### config.mk
export PLATFORM = sky130hd
export DESIGN_NAME = wake_rx
export DESIGN_NICKNAME = d
export VERILOG_FILES = /design/src/rtl/wake_rx_pkg.sv /design/src/rtl/wake_rx_datapath.sv /design/src/rtl/wake_rx_control.sv /design/src/rtl/wake_rx.sv
export SDC_FILE = /design/constraint.sdc
export NUM_CORES = 1
export LEC_CHECK = 0
export ABC_AREA = 1
export CAP_MARGIN = 25
export CORE_UTILIZATION = 56
export CTS_CLUSTER_SIZE = 10
export DETAILED_ROUTE_END_ITERATION = 12
export GPL_TIMING_DRIVEN = 0
export PLACE_DENSITY = 0.78
export SETUP_SLACK_MARGIN = 0.15
export SYNTH_ARGS = -nofsm -noshare
export SYNTH_HDL_FRONTEND = slang
export SYNTH_SLANG_ARGS = --single-unit
### constraint.sdc
create_clock -name clk -period 1.8 [get_ports clk]
set_clock_uncertainty 0.05 [all_clocks]
set_input_delay 0.54 -clock clk [delete_from_list [all_inputs] [get_ports clk]]
set_output_delay 0.54 -clock clk [all_outputs]
set_load 0.03 [all_outputs]
### src/rtl/wake_rx_pkg.sv
package wake_rx_pkg;
  typedef enum logic [1:0] {RX_IDLE, RX_START, RX_DATA, RX_STOP} rxState_e;

  localparam logic [1:0] ADDR_STATUS = 2'd0;
  localparam logic [1:0] ADDR_DATA   = 2'd1;
  localparam logic [1:0] ADDR_CTRL   = 2'd2;

  // events reported by the datapath
  typedef struct packed {
    logic frameDone;
    logic idleDet;
    logic msb;
  } rxEvent_t;

  // strobes issued by the control
  typedef struct packed {
    logic loadData;
  } ctlStrobe_t;
endpackage

### src/rtl/wake_rx_datapath.sv
module wake_rx_datapath
  import wake_rx_pkg::*;
#(
  parameter int OVERSAMPLE  = 16,
  parameter int DATA_BITS   = 8,
  parameter int SYNC_STAGES = 2
) (
  input  logic                 clk,
  input  logic                 rstN,
  input  logic                 rxIn,
  input  logic                 baudTick,
  input  ctlStrobe_t           strb,
  output rxEvent_t             evt,
  output logic [DATA_BITS-1:0] dataReg
);
  localparam int CNT_W      = $clog2(OVERSAMPLE);
  localparam int MID        = OVERSAMPLE / 2;
  localparam int IDLE_TICKS = OVERSAMPLE * (DATA_BITS + 2);
  localparam int IDLE_W     = $clog2(IDLE_TICKS);
  localparam int BIT_W      = $clog2(DATA_BITS);

  logic [SYNC_STAGES-1:0] rxSync;
  logic                   rxBit;
  rxState_e               state;
  logic [CNT_W-1:0]       tickCnt;
  logic [BIT_W-1:0]       bitIdx;
  logic [1:0]             votes;
  logic                   majority;
  logic                   voteNow;
  logic                   bitEnd;
  logic [DATA_BITS-1:0]   shiftReg;
  logic [IDLE_W-1:0]      idleCnt;
  logic                   idleArmed;

  generate
    if (SYNC_STAGES > 1) begin : g_sync_chain
      always_ff @(posedge clk or negedge rstN)
        if (!rstN) rxSync <= '1;
        else       rxSync <= {rxSync[SYNC_STAGES-2:0], rxIn};
    end else begin : g_sync_single
      always_ff @(posedge clk or negedge rstN)
        if (!rstN) rxSync <= '1;
        else       rxSync <= rxIn;
    end
  endgenerate
  assign rxBit = rxSync[SYNC_STAGES-1];

  assign majority = (votes[0] & votes[1]) | (votes[0] & rxBit) | (votes[1] & rxBit);
  assign voteNow  = baudTick && (tickCnt == CNT_W'(MID + 1));
  assign bitEnd   = baudTick && (tickCnt == CNT_W'(OVERSAMPLE - 1));

  always_ff @(posedge clk or negedge rstN) begin
    if (!rstN) begin
      state         <= RX_IDLE;
      tickCnt       <= '0;
      bitIdx        <= '0;
      votes         <= '0;
      shiftReg      <= '0;
      evt.frameDone <= 1'b0;
    end else begin
      evt.frameDone <= 1'b0;
      if (baudTick) begin
        if (state == RX_IDLE) begin
          if (!rxBit) begin
            state   <= RX_START;
            tickCnt <= CNT_W'(1);
          end
        end else begin
          tickCnt <= bitEnd ? '0 : tickCnt + 1'b1;
          if (tickCnt == CNT_W'(MID - 1)) votes[0] <= rxBit;
          if (tickCnt == CNT_W'(MID))     votes[1] <= rxBit;
        end
      end
      if (voteNow) begin
        case (state)
          RX_START: if (majority) state <= RX_IDLE;
          RX_DATA:  shiftReg <= {majority, shiftReg[DATA_BITS-1:1]};
          RX_STOP: begin
            evt.frameDone <= 1'b1;
            state         <= RX_IDLE;
          end
          default: ;
        endcase
      end else if (bitEnd) begin
        case (state)
          RX_START: begin
            state  <= RX_DATA;
            bitIdx <= '0;
          end
          RX_DATA:
            if (bitIdx == BIT_W'(DATA_BITS - 1)) state <= RX_STOP;
            else bitIdx <= bitIdx + 1'b1;
          default: ;
        endcase
      end
    end
  end

  // quiet-line detector, armed by each completed frame
  always_ff @(posedge clk or negedge rstN) begin
    if (!rstN) begin
      idleCnt     <= '0;
      idleArmed   <= 1'b0;
      evt.idleDet <= 1'b0;
    end else begin
      evt.idleDet <= 1'b0;
      if (evt.frameDone) begin
        idleArmed <= 1'b1;
        idleCnt   <= '0;
      end else if (state != RX_IDLE || !rxBit) begin
        idleCnt <= '0;
      end else if (baudTick && idleArmed) begin
        if (idleCnt == IDLE_W'(IDLE_TICKS - 1)) begin
          evt.idleDet <= 1'b1;
          idleArmed   <= 1'b0;
          idleCnt     <= '0;
        end else begin
          idleCnt <= idleCnt + 1'b1;
        end
      end
    end
  end

  assign evt.msb = shiftReg[DATA_BITS-1];

  always_ff @(posedge clk or negedge rstN)
    if (!rstN)              dataReg <= '0;
    else if (strb.loadData) dataReg <= shiftReg;


  frame_pulse_chk: assert property (@(posedge clk) disable iff (!rstN)
    evt.frameDone |=> !evt.frameDone);


  idle_line_chk: assert property (@(posedge clk) disable iff (!rstN)
    evt.idleDet |-> (rxBit && state == RX_IDLE));


  data_hold_chk: assert property (@(posedge clk) disable iff (!rstN)
    !strb.loadData |=> $stable(dataReg));
endmodule

### src/rtl/wake_rx_control.sv
module wake_rx_control
  import wake_rx_pkg::*;
(
  input  logic       clk,
  input  logic       rstN,
  input  rxEvent_t   evt,
  input  logic [1:0] regAddr,
  input  logic       regRd,
  input  logic       regWr,
  input  logic [1:0] regWdata,
  output ctlStrobe_t strb,
  output logic       rxFull,
  output logic       overrun,
  output logic       standby,
  output logic       wakeSel
);
  logic armed;
  logic deliver;
  logic wakeHit;
  logic clearNow;
  logic statusRd;
  logic ctrlWr;

  assign statusRd = regRd && (regAddr == ADDR_STATUS);
  assign ctrlWr   = regWr && (regAddr == ADDR_CTRL);
  assign clearNow = regRd && (regAddr == ADDR_DATA) && armed;
  assign deliver  = evt.frameDone && (!standby || (wakeSel && evt.msb));
  assign wakeHit  = standby && ((wakeSel && evt.frameDone && evt.msb) ||
                                (!wakeSel && evt.idleDet));
  assign strb.loadData = deliver && (!rxFull || clearNow);

  always_ff @(posedge clk or negedge rstN) begin
    if (!rstN) begin
      rxFull  <= 1'b0;
      overrun <= 1'b0;
      armed   <= 1'b0;
      standby <= 1'b0;
      wakeSel <= 1'b0;
    end else begin
      if (strb.loadData)  rxFull <= 1'b1;
      else if (clearNow)  rxFull <= 1'b0;

      if (deliver && rxFull && !clearNow) overrun <= 1'b1;
      else if (clearNow)                  overrun <= 1'b0;

      if (clearNow)                                armed <= 1'b0;
      else if (statusRd && (rxFull || overrun))    armed <= 1'b1;

      if (ctrlWr) begin
        standby <= regWdata[1];
        wakeSel <= regWdata[0];
      end else if (wakeHit) begin
        standby <= 1'b0;
      end
    end
  end


  rx_full_set_chk: assert property (@(posedge clk) disable iff (!rstN)
    $rose(rxFull) |-> $past(evt.frameDone));


  rx_full_clear_chk: assert property (@(posedge clk) disable iff (!rstN)
    $fell(rxFull) |-> $past(regRd && regAddr == ADDR_DATA));


  overrun_set_chk: assert property (@(posedge clk) disable iff (!rstN)
    $rose(overrun) |-> $past(evt.frameDone && rxFull));


  standby_hold_chk: assert property (@(posedge clk) disable iff (!rstN)
    (standby && evt.frameDone && !evt.msb && !ctrlWr) |=> !$rose(rxFull));


  standby_fall_chk: assert property (@(posedge clk) disable iff (!rstN)
    $fell(standby) |-> $past(ctrlWr || evt.idleDet || evt.frameDone));
endmodule

### src/rtl/wake_rx.sv
module wake_rx
  import wake_rx_pkg::*;
#(
  parameter int OVERSAMPLE  = 16,
  parameter int SYNC_STAGES = 2
) (
  input  logic       clk,
  input  logic       rstN,
  input  logic       rxIn,
  input  logic       baudTick,
  input  logic [1:0] regAddr,
  input  logic       regRd,
  input  logic       regWr,
  input  logic [1:0] regWdata,
  output logic [7:0] regRdata,
  output logic       rxFull,
  output logic       overrun,
  output logic       standby
);
  rxEvent_t   evt;
  ctlStrobe_t strb;
  logic [7:0] dataReg;
  logic       wakeSel;

  wake_rx_datapath #(
    .OVERSAMPLE (OVERSAMPLE),
    .DATA_BITS  (8),
    .SYNC_STAGES(SYNC_STAGES)
  ) u_datapath (
    .clk     (clk),
    .rstN    (rstN),
    .rxIn    (rxIn),
    .baudTick(baudTick),
    .strb    (strb),
    .evt     (evt),
    .dataReg (dataReg)
  );

  wake_rx_control u_control (
    .clk     (clk),
    .rstN    (rstN),
    .evt     (evt),
    .regAddr (regAddr),
    .regRd   (regRd),
    .regWr   (regWr),
    .regWdata(regWdata),
    .strb    (strb),
    .rxFull  (rxFull),
    .overrun (overrun),
    .standby (standby),
    .wakeSel (wakeSel)
  );

  always_comb begin
    case (regAddr)
      ADDR_STATUS: regRdata = {rxFull, overrun, 6'b0};
      ADDR_DATA:   regRdata = dataReg;
      ADDR_CTRL:   regRdata = {6'b0, standby, wakeSel};
      default:     regRdata = 8'h00;
    endcase
  end


  status_write_chk: assert property (@(posedge clk) disable iff (!rstN)
    (regWr && regAddr == ADDR_STATUS) |=> $stable(standby));
endmodule

# Word-level counts from Yosys, hierarchy flattened
# Index checks and enable logic that the tools add are counted.
[word_totals]
reg_bits = 45
input_bits = 10
out_inout_bits = 11
word_cells = 121
[op_classes]
n_addsub = 3
n_eq_ne = 14
n_mux = 36
n_bitwise = 7
reduce_logical = 44
[op_table]
columns = ["cell", "n"]
rows = [
  ["2-to-1 mux 8 bit", 4],
  ["case mux 8 bit (3 select lines)", 1],
  ["logical AND 1 bit", 17],
  ["2-to-1 mux 1 bit", 17],
  ["nonzero test 2 bit", 8],
  ["2-to-1 mux 2 bit", 7],
  ["== test 4 bit (second input constant)", 3],
  ["2-to-1 mux 4 bit", 3],
  ["AND reduction 3 bit", 3],
  ["adder 8 x 1 -> 8 bit (second input constant)", 1],
  ["== test 8 bit (second input constant)", 1],
  ["case mux 2 bit (2 select lines)", 2],
  ["== test 2 bit (second input constant)", 3],
  ["case mux 3 bit (2 select lines)", 1],
  ["logical NOT 1 bit", 5],
  ["logical OR 1 bit", 5],
  ["adder 4 x 1 -> 4 bit (second input constant)", 1],
  ["== test 2 x 1 -> 1 bit (second input constant)", 2],
  ["== test 4 x 3 -> 1 bit (second input constant)", 1],
  ["logical NOT 2 bit", 2],
  ["!= test 2 bit (second input constant)", 2],
  ["AND reduction 2 bit", 2],
  ["AND reduction 4 bit", 1],
  ["adder 3 x 1 -> 3 bit (second input constant)", 1],
  ["7 further kinds", 11],
]

# Depth between registers and ports, before layout
[logic_depth]
depth_word = 7
ltp_mapped = 9
depth_no_buf = 9

# By module
# From an unflattened synthesis, not the netlist that was laid out.
[hier_totals]
hier_cells = 285
hier_area_um2 = 2307.2
[modules_own_cells]
columns = ["mod", "instances", "cells_per_inst", "area_per_inst_um2", "seq_area_each_um2"]
rows = [
  ["wake_rx_datapath", 1, 225, 1928.1, 1003.5],
  ["wake_rx_control", 1, 36, 279.0, 125.1],
  ["wake_rx", 1, 24, 100.1, 0.0],
]

# Worst setup path before layout
# Ideal clock, no wire load.
[synth_path]
kind = "input to output"
startpoint = "in regAddr[1]"
endpoint = "out regRdata[6]"
arrival_time_ps = 1391
required_ps = 1210
slack_ps = -181
stages = 3
n_path_buf = 0
path_cell_list = "nor2_1 > inv_1 > o21ai_0"
[synth_via]
elab_chain_len = 2
elab_cells_between_ends = 4
cone_classes = "2 x eq/ne; 1 x mux; 1 x reduce/logical"
[synth_rtl]
columns = ["item", "line_no", "text"]
rows = [
  ["start: declaration", "wake_rx.sv:11", "input logic [1:0] regAddr,"],
  ["== test 2 bit, or another cell as far along", "wake_rx.sv:55", "case (regAddr)"],
  ["case mux 8 bit (3 select lines) *", "wake_rx.sv:55", ""],
  ["end: declaration", "wake_rx.sv:15", "output logic [7:0] regRdata,"],
]
# Every way passes the cells marked *; elsewhere a longest branch is shown, timed or not.

# Worst setup path in the final report
[layout_path]
startpoint = "in regAddr[0]"
endpoint = "out regRdata[7]"
# The elaborated chain is that of the path after synthesis.

==> out/qor.csv <==
metric;value;unit
Area Growth Syn to Fin;21.1;%
Routability Congestion;0.800;
Ports;21;
initial antenna violation count;0;
worst r2r dst;u_datapath.idleCnt[5];
Worst R2R Start;u_datapath.state[0];
Initial Utilization;0.608;
Min-Delay Path Class;input pin to asynchronous set/reset pin;
internal power component;1620;µW
fin. max-slew vios;0;
top cells by count, synth;nand2_1, inv_1, dfrtp_1;
Max stage delay on crit path;0.18;ns
Iter 0 DRT Violations;74;
Nets;342;
Core Footprint;0.00380;mm²
f_max;568;MHz
Post-synth EDFFs;0;
vias in the first global route;1775;
Clock Path Buffers;2;
CP Capture Type;primary output;
Worst Max-Slew Pin Slew;0.482;ns
Die Wd;66.2;µm
share of Yosys cell area claimed by the top area cell type;0.466;
overall power;2430;µW
Post-Syn Area per Cell;8.07;µm²
outcome;completed;
fin crit period;1.76;ns
Total Wirelength;4290;µm
largest net degree at the start of global routing;26;
switching power;806;µW
final hold vios;0;
switching share of power;0.332;
hpwl dp;3100;µm
die height;66.2;µm
DR vias;1856;
syn_nets;306;
CP cell instances;buf_8 -> inv_4 -> nor2_4 -> nand2_1 -> o21ai_1 -> buf_4;
Worst slew margin;0.679;
WS Path Type;input pin to primary output;
reg-to-reg slack, setup;0.24;ns
Combinational Power Share;0.244;
post-route insts no fill;371;
relative contribution of sequential cells to total power;0.489;
fraction of layout cells with a size suffix above 1;0.176;
Antenna diodes;0;
CTS Hold Buffers Added;0;
Final Cycle Share;0.978;
Final Setup Violations;0;
DRT Pass-1 Iters;4;
area leader, netlist;dfrtp_1;
required time of the critical path;1.21;ns
post-synthesis cell type count;23;
synth top area cells;dfrtp_1, nand2_1, inv_1;
row cnt;22;
clock network fraction of total power;0.268;
cell area after synthesis;0.00231;mm²
TritonCTS buffer count;5;
CP max-delay cell;nor2_4;
port bufs;20;
placed insts;355;
maximum VDD drop;0.000615;V
Final ANT Viol Nets;0;
# DRC;0;
Worst Path Arrival;1.17;ns
r2r worst-path depth;9;
Total GRT Usage;0.225;
GR Overflow Total;0;
Pleak;0.00142;µW
Power Dens Cells;869;mW/mm²
ys async rst share;1.00;
Clock Sinks;45;
total negative slack;0;ns
Min Hold Slack;0.127;ns
post-synthesis sequential area ratio;0.489;
die area;0.00438;mm²
Synth Instances;286;
Root Driver;clkbuf_8;
first-pass GRT wire length;7330;µm
post-DR vias/cell;5.00;
synth warn;0;
Worst-path clk slew;0.09;ns
RSZ-0062 raised after global routing;true;
ys flop type;dfrtp_1;
H-tree Lvls;2;
register bit total from synthesis;45;
max-cap violation count;0;
CTS tree;done;
CP max FO;6;
most frequent cell after synthesis;nand2_1;
post-DR wirelength/cell;11.6;µm
Clock Latency Late Sink;0.31;ns
Startpoint Class;input pin;
==> cell usage in the layout (no fill, tap or decap), types with 5 or more instances in the layout <==
| cell type | instances |
|---|---|
| nand2_1 | 71 |
| inv_1 | 47 |
| dfrtp_1 | 43 |
| nand3_1 | 26 |
| nor2_1 | 24 |
| o21ai_0 | 12 |
| a21oi_1 | 11 |
| ha_1 | 10 |
| buf_4 | 10 |
| buf_6 | 9 |
| nor2_4 | 7 |
| o21ai_1 | 6 |
| clkbuf_8 | 5 |
| clkdlybuf4s50_1 | 5 |
==> power by group through the flow <==
| stage | clock [µW] | sequential (µW) | combinational (µW) |
|---|---|---|---|
| 6_report | 650 | 1190 | 593 |
| 5_1_grt | 706 | 1200 | 685 |
| 4_1_cts | 656 | 1190 | 531 |
| 3_5_place_dp | 0 | 1210 | 512 |
| 3_3_place_gp | 0 | 1200 | 479 |
| 2_1_floorplan | 0 | 1200 | 353 |
==> cells by family after synthesis <==
| group | Yosys count | share of synthesized area |
|---|---|---|
| AND/OR/NAND/NOR | 139 | 0.261 |
| buffers and inverters | 51 | 0.0894 |
| flip-flops | 45 | 0.489 |
| AO/OA/AOI/OAI | 39 | 0.0987 |
| adder cells (fa/ha/maj) | 10 | 0.0542 |
| XOR/XNOR | 2 | 0.00759 |
==> flip-flops by register name, indices dropped and copies added (netlist names), 2 cells and up <==
signal               flops
u_datapath.tickCnt       4
u_datapath.idleCnt       8
u_datapath.state         2
u_datapath.evt           2
u_datapath.dataReg       8
u_datapath.shiftReg      8
u_datapath.rxSync        2
u_datapath.bitIdx        3
u_datapath.votes         2
==> what timing repair did <==
item	in CTS	in global routing
pin swaps	3	2
gates resized for setup	82	7
buffers inserted	3	5
setup endpoints to repair	34	22
endpoints found under the hold margin	0	0
==> area by class of cell <==
cell class              count  area (µm²)
multi-input cells         190        1030
inverters                  49         189
flip-flops and latches     45        1130
fillers                   291        1000
clock buffers               5        68.8
clock inverters             3        21.3
plain buffers               2        22.5
repair buffers             29         279
well taps                  48        60.1
==> worst max-delay path by stage <==
stage	cells after the start	endpoint	startpoint	slack, ns
2_1_floorplan	3	regRdata[6]	regAddr[1]	0.04
4_1_cts	6	regRdata[7]	regAddr[0]	0.03
3_5_place_dp	5	regRdata[2]	regAddr[1]	-1.06
5_1_grt	6	regRdata[6]	regAddr[0]	-0.01
3_3_place_gp	1	u_control.armed	rstN	-1.06
6_report	6	regRdata[7]	regAddr[0]	0.04
==> per-stage QoR <==
stage                     area (µm²)  setup slack, ns  utilization
after CTS                       2750           0.0323        0.723
after detailed placement        2610            -1.06        0.688
after floorplan                 2340           0.0426            -
final                           2800           0.0388        0.736
after global routing            2800          -0.0107        0.736
after global placement          2600            -1.06        0.684
==> metal layers <==
| layer | vias to the layer above | track usage | share of wire |
|---|---|---|---|
| met5 | - | 0 | 0 |
| met4 | 0 | 0.0638 | 0.012 |
| met3 | 5 | 0.0672 | 0.029 |
| met2 | 20 | 0.401 | 0.49 |
| met1 | 859 | 0.258 | 0.47 |
| li1 | 972 | - | - |
==> critical path, delay by kind of cell <==
kind,cells,cell delay (ns)
and+or+nand+nor,2,0.27
buffers and inverters,3,0.29
AOI/OAI and AO/OA,1,0.08
Power figures use the tool's default switching activity.
